<file path="src/rtl/ds_pkg.sv">
// Shared types and helpers for the data-strobe serdes.
package ds_pkg;
    typedef enum logic [1:0] {
        SPD_S100 = 2'd0,
        SPD_S200 = 2'd1,
        SPD_S400 = 2'd2,
        SPD_SX   = 2'd3
    } speed_e;

    // Strobe value that keeps data XOR strobe toggling for each new bit.
    function automatic logic strobe_next(input logic prev_d, input logic prev_s,
                                         input logic new_d);
        return (new_d == prev_d) ? ~prev_s : prev_s;
    endfunction
endpackage

</file>
<file path="src/rtl/ds_rate_gen.sv">
// Word/bit pacing. Assumes MAX_W is a power of two and at least 4.
// word_tick marks the last cycle of each word; bit_en marks the last
// cycle of each serial bit slot, so word_tick always coincides with bit_en.
module ds_rate_gen
    import ds_pkg::*;
#(
    parameter int MAX_W = 8,
    localparam int PW = $clog2(MAX_W),
    localparam int CW = $clog2(MAX_W) + 1
) (
    input  logic          clk,
    input  logic          rst_n,
    input  speed_e        speed,
    output logic          word_tick,
    output logic          bit_en,
    output logic [CW-1:0] bits
);
    logic [PW-1:0] ph;
    logic [1:0]    sh;
    logic [PW-1:0] mask;

    // Map speed to a down-shift of the word width.
    always_comb begin
        case (speed)
            SPD_S100: sh = 2'd2;
            SPD_S200: sh = 2'd1;
            default:  sh = 2'd0;
        endcase
        mask = (PW'(1) << sh) - PW'(1);
        bits = CW'(MAX_W) >> sh;
    end

    // Free-running phase within a word.
    always_ff @(posedge clk) begin
        if (!rst_n) ph <= '0;
        else        ph <= ph + PW'(1);
    end

    assign word_tick = (ph == {PW{1'b1}});
    assign bit_en    = ((ph & mask) == mask);
endmodule

</file>
<file path="src/rtl/ds_serialiser.sv">
// Parallel-to-serial with data-strobe encoding. A word is loaded at each
// word_tick when tx_en is high; the MSB goes out at once and the rest on
// later bit slots. Bits beyond the speed's width are overwritten by the next load.
module ds_serialiser
    import ds_pkg::*;
#(
    parameter int MAX_W = 8
) (
    input  logic             clk,
    input  logic             rst_n,
    input  logic             word_tick,
    input  logic             bit_en,
    input  logic             tx_en,
    input  logic [MAX_W-1:0] tx_word,
    output logic             ser_d,
    output logic             ser_s,
    output logic             active
);
    logic [MAX_W-1:0] sr;

    // Load, shift and encode the outgoing stream.
    always_ff @(posedge clk) begin
        if (!rst_n) begin
            sr <= '0; ser_d <= 1'b0; ser_s <= 1'b0; active <= 1'b0;
        end else if (word_tick) begin
            if (tx_en) begin
                active <= 1'b1;
                ser_d  <= tx_word[MAX_W-1];
                ser_s  <= strobe_next(ser_d, ser_s, tx_word[MAX_W-1]);
                sr     <= tx_word << 1;
            end else begin
                active <= 1'b0; ser_d <= 1'b0; ser_s <= 1'b0;
            end
        end else if (bit_en && active) begin
            ser_d <= sr[MAX_W-1];
            ser_s <= strobe_next(ser_d, ser_s, sr[MAX_W-1]);
            sr    <= sr << 1;
        end
    end

    // between consecutive active cycles at most one line changes.
    a_r4_one_line_moves: assert property (@(posedge clk) disable iff (!rst_n)
        (active && $past(active)) |->
            ($countones({ser_d ^ $past(ser_d), ser_s ^ $past(ser_s)}) <= 1));
endmodule

</file>
<file path="src/rtl/ds_deserialiser.sv">
// Recovers bits from a data/strobe pair (new bit on each parity change)
// and packs them into MSB-aligned words. Assumes lines change at most once per
// clock, and that bits (speed) is steady while rx_en is high.
module ds_deserialiser #(
    parameter int MAX_W = 8,
    localparam int CW = $clog2(MAX_W) + 1
) (
    input  logic             clk,
    input  logic             rst_n,
    input  logic             rx_en,
    input  logic [CW-1:0]    bits,
    input  logic             line_a,
    input  logic             line_b,
    output logic             bit_stb,
    output logic             bit_val,
    output logic             push,
    output logic [MAX_W-1:0] push_word
);
    logic          a_r, b_r, par_r;
    logic [CW-1:0] bc;
    logic [MAX_W-1:0] sh;
    logic [MAX_W-1:0] nxt;

    // Register the lines and keep the previous parity as the clock reference.
    always_ff @(posedge clk) begin
        if (!rst_n) begin
            a_r <= 1'b0; b_r <= 1'b0; par_r <= 1'b0;
        end else begin
            a_r <= line_a; b_r <= line_b; par_r <= a_r ^ b_r;
        end
    end

    assign bit_stb = rx_en && ((a_r ^ b_r) != par_r);
    assign bit_val = a_r;
    assign nxt     = {sh[MAX_W-2:0], a_r};

    // Pack recovered bits into words of the current width.
    always_ff @(posedge clk) begin
        if (!rst_n || !rx_en) begin
            bc <= '0; sh <= '0; push <= 1'b0; push_word <= '0;
        end else begin
            push <= 1'b0;
            if (bit_stb) begin
                sh <= nxt;
                if (bc == bits - CW'(1)) begin
                    push      <= 1'b1;
                    push_word <= nxt << (CW'(MAX_W) - bits);
                    bc        <= '0;
                end else begin
                    bc <= bc + CW'(1);
                end
            end
        end
    end

    // the bit counter never reaches the word width.
    a_r6_count_in_word: assert property (@(posedge clk) disable iff (!rst_n)
        rx_en |-> (bc < bits));
endmodule

</file>
<file path="src/rtl/ds_elastic_fifo.sv">
// Elastic buffer between packed receive words and word-tick output.
// Output starts once PRIME entries are held; pulses flag overflow/underflow.
// Assumes DEPTH is a power of two and pop_req is never high two cycles running.
module ds_elastic_fifo #(
    parameter int DW    = 8,
    parameter int DEPTH = 4,
    localparam int AW    = $clog2(DEPTH),
    localparam int NW    = $clog2(DEPTH) + 1,
    localparam int PRIME = DEPTH / 2
) (
    input  logic          clk,
    input  logic          rst_n,
    input  logic          flush,
    input  logic          push,
    input  logic [DW-1:0] wdata,
    input  logic          pop_req,
    output logic          rvalid,
    output logic [DW-1:0] rdata,
    output logic          ovf,
    output logic          udf
);
    logic [DW-1:0] mem [DEPTH];
    logic [AW-1:0] wp, rp;
    logic [NW-1:0] count;
    logic          primed, full, empty, do_push, do_pop;

    assign full    = (count == NW'(DEPTH));
    assign empty   = (count == '0);
    assign do_push = push && !full;
    assign do_pop  = pop_req && primed && !empty;

    // Storage write.
    always_ff @(posedge clk) begin
        if (do_push && !flush) mem[wp] <= wdata;
    end

    // Pointers, level, priming and flags.
    always_ff @(posedge clk) begin
        if (!rst_n || flush) begin
            wp <= '0; rp <= '0; count <= '0; primed <= 1'b0;
            rvalid <= 1'b0; ovf <= 1'b0; udf <= 1'b0;
            if (!rst_n) rdata <= '0;
        end else begin
            rvalid <= do_pop;
            ovf    <= push && full;
            udf    <= pop_req && primed && empty;
            if (do_push) wp <= wp + AW'(1);
            if (do_pop) begin
                rdata <= mem[rp];
                rp    <= rp + AW'(1);
            end
            if (do_push && !do_pop)      count <= count + NW'(1);
            else if (do_pop && !do_push) count <= count - NW'(1);
            if (count >= NW'(PRIME)) primed <= 1'b1;
        end
    end

    // the level never exceeds the depth.
    a_r8_level_bound: assert property (@(posedge clk) disable iff (!rst_n)
        count <= NW'(DEPTH));
    // a dropped word leaves the buffer full.
    a_r9_drop_keeps_full: assert property (@(posedge clk) disable iff (!rst_n || flush)
        (push && full && !(pop_req && primed)) |=> full);
    // underflow only follows an empty buffer.
    a_r10_udf_from_empty: assert property (@(posedge clk) disable iff (!rst_n)
        udf |-> ($past(count) == '0));
    // a delivered word is a single-cycle pulse.
    a_r7_valid_pulse: assert property (@(posedge clk) disable iff (!rst_n)
        rvalid |=> !rvalid);
endmodule

</file>
<file path="src/rtl/ds_serdes.sv">
// Top level: pacing, transmit serialiser, receive recovery with repeat to the
// other ports, and the receive elastic buffer. Receive mode has priority over
// transmit; the receiving port's drivers are off while rx_en is high.
module ds_serdes
    import ds_pkg::*;
#(
    parameter int MAX_W  = 8,
    parameter int NPORTS = 3,
    parameter int DEPTH  = 4,
    localparam int PSEL_W = (NPORTS > 1) ? $clog2(NPORTS) : 1,
    localparam int CW     = $clog2(MAX_W) + 1
) (
    input  logic              clk,
    input  logic              rst_n,
    input  logic [1:0]        speed,
    input  logic              tx_en,
    input  logic [MAX_W-1:0]  tx_data,
    output logic              word_tick,
    input  logic              rx_en,
    input  logic [PSEL_W-1:0] rx_sel,
    input  logic [NPORTS-1:0] rx_a,
    input  logic [NPORTS-1:0] rx_b,
    output logic [NPORTS-1:0] tpa_out,
    output logic [NPORTS-1:0] tpb_out,
    output logic [NPORTS-1:0] drv_en,
    output logic              rx_valid,
    output logic [MAX_W-1:0]  rx_data,
    output logic              rx_ovf,
    output logic              rx_udf
);
    logic          bit_en, ser_d, ser_s, tx_act;
    logic [CW-1:0] bits;
    logic          sel_a, sel_b, bit_stb, bit_val, push;
    logic [MAX_W-1:0] push_word;
    logic          rep_d, rep_s;

    ds_rate_gen #(.MAX_W(MAX_W)) u_rate (
        .clk(clk), .rst_n(rst_n), .speed(speed_e'(speed)),
        .word_tick(word_tick), .bit_en(bit_en), .bits(bits));

    ds_serialiser #(.MAX_W(MAX_W)) u_ser (
        .clk(clk), .rst_n(rst_n), .word_tick(word_tick), .bit_en(bit_en),
        .tx_en(tx_en), .tx_word(tx_data), .ser_d(ser_d), .ser_s(ser_s),
        .active(tx_act));

    // Pick the line pair of the receiving port.
    always_comb begin
        sel_a = 1'b0;
        sel_b = 1'b0;
        for (int i = 0; i < NPORTS; i++) begin
            if (rx_sel == PSEL_W'(i)) begin
                sel_a = rx_a[i];
                sel_b = rx_b[i];
            end
        end
    end

    ds_deserialiser #(.MAX_W(MAX_W)) u_des (
        .clk(clk), .rst_n(rst_n), .rx_en(rx_en), .bits(bits),
        .line_a(sel_a), .line_b(sel_b), .bit_stb(bit_stb), .bit_val(bit_val),
        .push(push), .push_word(push_word));

    ds_elastic_fifo #(.DW(MAX_W), .DEPTH(DEPTH)) u_buf (
        .clk(clk), .rst_n(rst_n), .flush(!rx_en), .push(push),
        .wdata(push_word), .pop_req(word_tick && rx_en), .rvalid(rx_valid),
        .rdata(rx_data), .ovf(rx_ovf), .udf(rx_udf));

    // Re-encode recovered bits for the repeating ports.
    always_ff @(posedge clk) begin
        if (!rst_n || !rx_en) begin
            rep_d <= 1'b0; rep_s <= 1'b0;
        end else if (bit_stb) begin
            rep_d <= bit_val;
            rep_s <= strobe_next(rep_d, rep_s, bit_val);
        end
    end

    // Per-port driver enables and line multiplexing.
    for (genvar g = 0; g < NPORTS; g++) begin : g_port
        assign drv_en[g]  = rx_en ? (rx_sel != PSEL_W'(g)) : tx_act;
        assign tpa_out[g] = drv_en[g] & (rx_en ? rep_s : ser_s);
        assign tpb_out[g] = drv_en[g] & (rx_en ? rep_d : ser_d);
    end

    // a port held in receive stays silent.
    a_r11_rx_port_quiet: assert property (@(posedge clk) disable iff (!rst_n)
        (rx_en && $past(rx_en) && $stable(rx_sel)) |->
            (tpa_out[rx_sel] == 1'b0 && tpb_out[rx_sel] == 1'b0));
endmodule

</file>
<file path="config.mk">
export PLATFORM = sky130hd
export DESIGN_NAME = ds_serdes
export DESIGN_NICKNAME = d
export VERILOG_FILES = /design/src/rtl/ds_pkg.sv /design/src/rtl/ds_rate_gen.sv /design/src/rtl/ds_serialiser.sv /design/src/rtl/ds_deserialiser.sv /design/src/rtl/ds_elastic_fifo.sv /design/src/rtl/ds_serdes.sv
export SDC_FILE = /design/constraint.sdc
export NUM_CORES = 1
export LEC_CHECK = 0
export BUFFER_PORTS_ARGS = -buffer_cell sky130_fd_sc_hd__buf_2
export CAP_MARGIN = 25
export CORE_UTILIZATION = 40
export CTS_CLUSTER_SIZE = 24
export DETAILED_ROUTE_END_ITERATION = 8
export SLEW_MARGIN = 20
export SYNTH_ARGS = -nofsm -noshare
export SYNTH_HDL_FRONTEND = slang
export SYNTH_SLANG_ARGS = --single-unit
</file>
<file path="constraint.sdc">
create_clock -name clk -period 3.4 [get_ports clk]
set_input_delay 0.68 -clock clk [delete_from_list [all_inputs] [get_ports clk]]
set_output_delay 0.68 -clock clk [all_outputs]
set_load 0.03 [all_outputs]
</file>
[After elaboration in Yosys (flattened, before gate mapping)]
Memories as Yosys holds them, arrays and structs flattened. A register that Yosys moved wholly into a read port is not among the register bits.
Index checks and enable logic that the tools add are counted.
Storage, ports and cells
  memories: 1
  output and inout bits: 21
  register bits after elaboration: 58
  input port bits: 22
  word-level logic and storage cells: 130
  RAM bits: 32
Memories
  u_buf.mem: depth 4, width 8, rd ports 1, clocked after Yosys merged registers in 1, write ports 1, line ds_elastic_fifo.sv:22  | logic [DW-1:0] mem [DEPTH];
Cells by class
  multiplexer cells: 35
  bitwise gates (word level): 11
  shifts and indexed selects: 3
  magnitude comparators: 1
  reductions and logical operators: 32
  eq/ne operators: 16
  $add $sub $neg: 9
Operators by type and width (count)
  2-to-1 mux 8 bit: 6
  2-to-1 mux 1 bit: 23
  logical AND 1 bit: 11
  nonzero test 2 bit: 5
  AND reduction 2 bit: 4
  << shifter 8 x 4 -> 8 bit: 1
  adder 3 x 1 -> 3 bit, second input constant: 2
  AND 1 bit: 6
  == test 3 bit, second input constant: 2
  logical NOT 1 bit: 6
  2-to-1 mux 3 bit: 2
  inequality test 2 bit, second input constant: 3
  adder 2 x 1 -> 2 bit, second input constant: 2
  adder 4 x 1 -> 4 bit, second input constant: 1
  == test 2 x 1 -> 1 bit, second input constant: 2
  == test 4 bit: 1
  logical NOT 2 bit: 2
  2-to-1 mux 2 bit: 2
  2-to-1 mux 4 bit: 1
  one-hot mux 2 bit (2 select lines): 1
  >> shifter 4 x 2 -> 4 bit, first input constant: 1
  subtractor 4 x 1 -> 4 bit, second input constant: 1
  subtractor 4 bit, first input constant: 1
  AND 3 bit: 1
  other kinds (16): 20

[Longest topological paths before layout]
  word-level depth: 9
  gate-level depth with buffers: 11
  mapped depth without buffers: 10

[Modules after synthesis]
Synthesis repeated with hierarchy kept, for this count alone.
Second synthesis, totals
  cell total of the unflattened synthesis: 365
  area, all modules: 4265.3 µm²
Modules (own cells, without submodules)
  ds_elastic_fifo: sequential area each 1461.4 µm², area an instance 2060.7 µm², cells each 121, times used 1
  ds_deserialiser: sequential area each 460.4 µm², area an instance 1290.0 µm², cells each 139, times used 1
  ds_serialiser: sequential area each 200.2 µm², area an instance 534.3 µm², cells each 53, times used 1
  ds_serdes: sequential area each 40.0 µm², area an instance 237.7 µm², cells each 37, times used 1
  ds_rate_gen: sequential area each 60.1 µm², area an instance 142.6 µm², cells each 15, times used 1

[Worst setup path after synthesis]
No wires, ideal clock.
  kind: flip-flop to flip-flop
  from: register u_rate.ph[0]
  to: register u_buf.count[2]
  stages on the path, launching flop included: 12
  buffers on the path: 1
  slack: 842 ps
  library setup time: 70 ps
  required time: 3330 ps
  clock period less this slack: 2558 ps
  arrival: 2487 ps
  path through: dfxtp_1 ha_1 ha_1 clkbuf_1 o311a_1 nand2_1 ha_1 inv_1 fa_1 xor2_1 or3_1 a21oi_1
Between the ends
  longest elaborated chain between the ends: 7
  elaborated cells between the ends (all ways): 9
  classes of those cells: 1 x eq/ne; 1 x mux; 7 x reduce/logical
Ends and longest elaborated chain
  start, declared: line ds_rate_gen.sv:18  | logic [PW-1:0] ph;
  start signal, assigned: line ds_rate_gen.sv:36  | else ph <= ph + PW'(1);
  == test 3 bit (*): line ds_rate_gen.sv:39  | assign word_tick = (ph == {PW{1'b1}});
  via word_tick: line ds_serdes.sv:18  | output logic word_tick,
  logical AND 1 bit (*): line ds_serdes.sv:65  | .wdata(push_word), .pop_req(word_tick && rx_en), .rvalid(rx_valid),
  logical AND 1 bit (*) (2 in series): line ds_elastic_fifo.sv:30  | assign do_pop = pop_req && primed && !empty;
  logical NOT 1 bit: line ds_elastic_fifo.sv:52  | if (do_push && !do_pop) count <= count + NW'(1);
  logical AND 1 bit: line ds_elastic_fifo.sv:52
  2-to-1 mux 3 bit / nonzero test 2 bit (equally long branches)
  end signal, assigned: line ds_elastic_fifo.sv:52
  end signal, assigned: line ds_elastic_fifo.sv:53  | else if (do_pop && !do_push) count <= count - NW'(1);
  end, declared: line ds_elastic_fifo.sv:24  | logic [NW-1:0] count;
Mark *: on every way through the listed nets, which the timed path passes. The rest lies on a longest branch.
A chain may end at the register's enable or synchronous reset.

[Worst setup path after layout]
  from: register u_buf.count[1]
  to: register u_buf.count[2]
Between the ends
  longest elaborated chain between the ends: 6
  elaborated cells between the ends (all ways): 15
  classes of those cells: 2 x add/sub; 1 x eq/ne; 2 x mux; 10 x reduce/logical
Ends and longest elaborated chain
  == test 3 bit (*): line ds_elastic_fifo.sv:27  | assign full = (count == NW'(DEPTH));
  logical NOT 1 bit (*): line ds_elastic_fifo.sv:29  | assign do_push = push && !full;
  logical AND 1 bit (*): line ds_elastic_fifo.sv:29
  via u_buf.do_push: line ds_elastic_fifo.sv:25  | logic primed, full, empty, do_push, do_pop;
  logical NOT 1 bit: line ds_elastic_fifo.sv:53
  logical AND 1 bit: line ds_elastic_fifo.sv:53
  nonzero test 2 bit (no line)
Mark *: on every way through the listed nets, which the timed path passes. The rest lies on a longest branch. The select of a mux whose other input is x is not followed.

==> results.sh <==
export IMPL_clock_sinks=90
export IMPL_crit_family="adder cells"
export IMPL_drive_above_1_share=0.189
export IMPL_first_iter_violations=92
export IMPL_top_usage_layer="met2"
export IMPL_p_sw_uw=473
export IMPL_power_density_nw_per_um2=453
export IMPL_synth_edff_count=40
export IMPL_fin_cells=477
export IMPL_drc=0
export IMPL_async_flop_share=0
export IMPL_grt_pass1_vias=2379
export IMPL_fin_skew_ps=14.2
export IMPL_cp_end_kind="flop"
export IMPL_diodes=0
export IMPL_path_max_fanout=7
export IMPL_place_gp_congestion=0.737
export IMPL_area_growth_pct=11.7
export IMPL_switching_share=0.246
export IMPL_tritoncts="done"
export IMPL_yosysWarnings=0
export IMPL_port_buffers=42
export IMPL_crit_buf_inv=1
export IMPL_hold_class="flop to flop"
export IMPL_whs_ps=464
export IMPL_rsz0062_at_grt="no"
export IMPL_timing_final_crit_period_ps=2470
export IMPL_ys_ff_latch=90
export IMPL_vias=2487
export IMPL_syn_area_per_cell_um2=11.6
export IMPL_die_h_um=99.4
export IMPL_yosysTopAreaCell="edfxtp_1"
export IMPL_synthesis_nets=358
export IMPL_crit_chain="nor2_1 -> a21boi_1 -> ha_1 -> inv_1 -> fa_1 -> xor2_1 -> or3_1 -> a21oi_1"
export IMPL_clk_path_buf_depth=2
export IMPL_p_leak_nw=1.63
export IMPL_ys_types=44
export IMPL_status="complete, no violations"
export IMPL_cpPeakStageDelay_ps=450
export IMPL_via_per_inst=5.21
export IMPL_die_area_um2=9870
export IMPL_final_common_cell="dfxtp_1"
export IMPL_critical_path_startpoint_type="flop"
export IMPL_die_width_um=99.4
export IMPL_start_util=0.412
export IMPL_clockPowerShare=0.344
export IMPL_arrival_ps=2770
export IMPL_seq_power_share=0.596
export IMPL_wl_per_cell_um=14.3
export IMPL_clk_latency_ps=350
export IMPL_grt_overflow=0
export IMPL_tightest_slew_ps=978
export IMPL_synthFlopType="dfxtp_1"
export IMPL_intPower_mw=1.45
export IMPL_drt_wl_total_um=6810
export IMPL_io_pins=43
export IMPL_cp_required_ps=3700
export IMPL_final_cell_mix="dfxtp_1, buf_2, nand2_1"
export IMPL_dpl_cell_count=461
export IMPL_final_setup_viol_count=0
export IMPL_grtUsageTotal=0.151
export IMPL_antenna_found_initial=0
export IMPL_seq_area_frac_synth=0.581
export IMPL_cts_made_buffers=9
export IMPL_slowest_stage="a21boi_1"
export IMPL_cts_setup_buffers=0
export IMPL_fin_nets=392
export IMPL_p_total_mw=1.92
export IMPL_met1_usage=0.196
export IMPL_met3_usage=0.0316
export IMPL_grt_max_degree=31
export IMPL_core_um2=9200
export IMPL_final_setup_tns_ps=0
export IMPL_syn_instance_count=327
export IMPL_rows=35
export IMPL_clkTransAtPathRegs_ps=100
export IMPL_max_freq_ghz=0.404
export IMPL_dp_hpwl_um=4520
export IMPL_maxSlewHeadroom=0.348
export IMPL_h_tree_depth=3
export IMPL_fin_crit_sh=0.728
export IMPL_yosys_top_cells_area="edfxtp_1, dfxtp_1, mux4_2, nand2_1, mux2i_1"
export IMPL_grt_pass1_wl_um=11500
export IMPL_maxSlewViolCount=0
export IMPL_syn_area_um2=3790
export IMPL_timing_hold_violations_final=0
export IMPL_grtUsageMet2=0.241
export IMPL_crit_type="flop to flop"
export IMPL_cap_violations=0
export IMPL_antenna_left=0
export IMPL_postCtsResizedCells=0
export IMPL_dr_pass1_iters=4
export IMPL_synth_top_cell_area_share=0.317
export IMPL_cts_root_buffer="clkbuf_8"
export IMPL_ir_drop_mv=0.162
export IMPL_p_comb_frac=0.060
export IMPL_cts_hold_buf=0
-- through the flow --
stage / util / instance area [µm²] / setup WS (ps)
after global routing: 0.461 / 4240 / 715
after CTS: 0.461 / 4240 / 908
after global placement: 0.442 / 4060 / 1060
after detailed placement: 0.442 / 4060 / 993
after floorplan: - / 3790 / 842
final: 0.461 / 4240 / 926
-- kinds of logic after synthesis --
kind of cell               synth area share
muxes                                0.0871
buffers and inverters                0.0330
AOI/OAI and AO/OA                    0.0980
DFF                                   0.581
xor gates and xnor gates             0.0271
adders and majority gates            0.0317
and+or+nand+nor                       0.143
-- layout make-up --
| type | count | area (µm²) |
|---|---|---|
| Fill cell | 854 | 4960 |
| Sequential cell | 90 | 2200 |
| Multi-Input combinational cell | 208 | 1470 |
| Timing Repair Buffer | 44 | 225 |
| Tap cell | 111 | 139 |
| Clock buffer | 10 | 128 |
| Clock inverter | 6 | 48.8 |
| Inverter | 8 | 30.0 |
-- metal layers --
metal / share of wire / vias up
met5: 0 / -
li1: - / 1246
met3: 0.037 / 8
met1: 0.49 / 1174
met4: 0.016 / 0
met2: 0.46 / 59
-- path summary, 6_finish.rpt --
check | start | endpoint | slack (ps) | cells past startpoint
setup / recovery | u_buf.count[1] | u_buf.count[2] | 930 | 8
hold / removal | u_rate.ph[0] | u_rate.ph[0] | 460 | 1
setup reg to reg | u_buf.count[1] | u_buf.count[2] | 930 | 8
hold reg to reg | u_rate.ph[0] | u_rate.ph[0] | 460 | 1
-- state kept, by name, summed over array words and instances (netlist names), 2 cells and up, named ones only --
signal and cells:
u_buf.count 3, u_buf.mem 32, u_buf.rdata 8, u_buf.rp 2, u_buf.wp 2, u_des.bc 4
u_des.push_word 8, u_des.sh 7, u_rate.ph 3, u_ser.sr 7
-- cells in the mapped netlist, drive strengths merged, types with 3 or more instances --
library cell   n
and2          16
clkbuf        14
a21boi         3
nor2          17
nand2         41
ha             8
buf            7
nand3          4
nor2b          5
a21oi         20
mux2i         15
mux4           8
nor3           7
xnor2          3
inv            8
nand4          4
and3           4
xor2           6
dfxtp         50
o211a          7
a21o           3
edfxtp        40
o21ai         13
-- power groups by stage --
stage / Sequential (mW) / Combinational, mW / Clock (mW)
2_1_floorplan: 1.18 / 0.0748 / 0
3_3_place_gp: 1.17 / 0.115 / 0
3_5_place_dp: 1.17 / 0.116 / 0
4_1_cts: 1.14 / 0.117 / 0.687
5_1_grt: 1.14 / 0.127 / 0.726
6_report: 1.14 / 0.115 / 0.660
(Power assumes the default switching activity.)
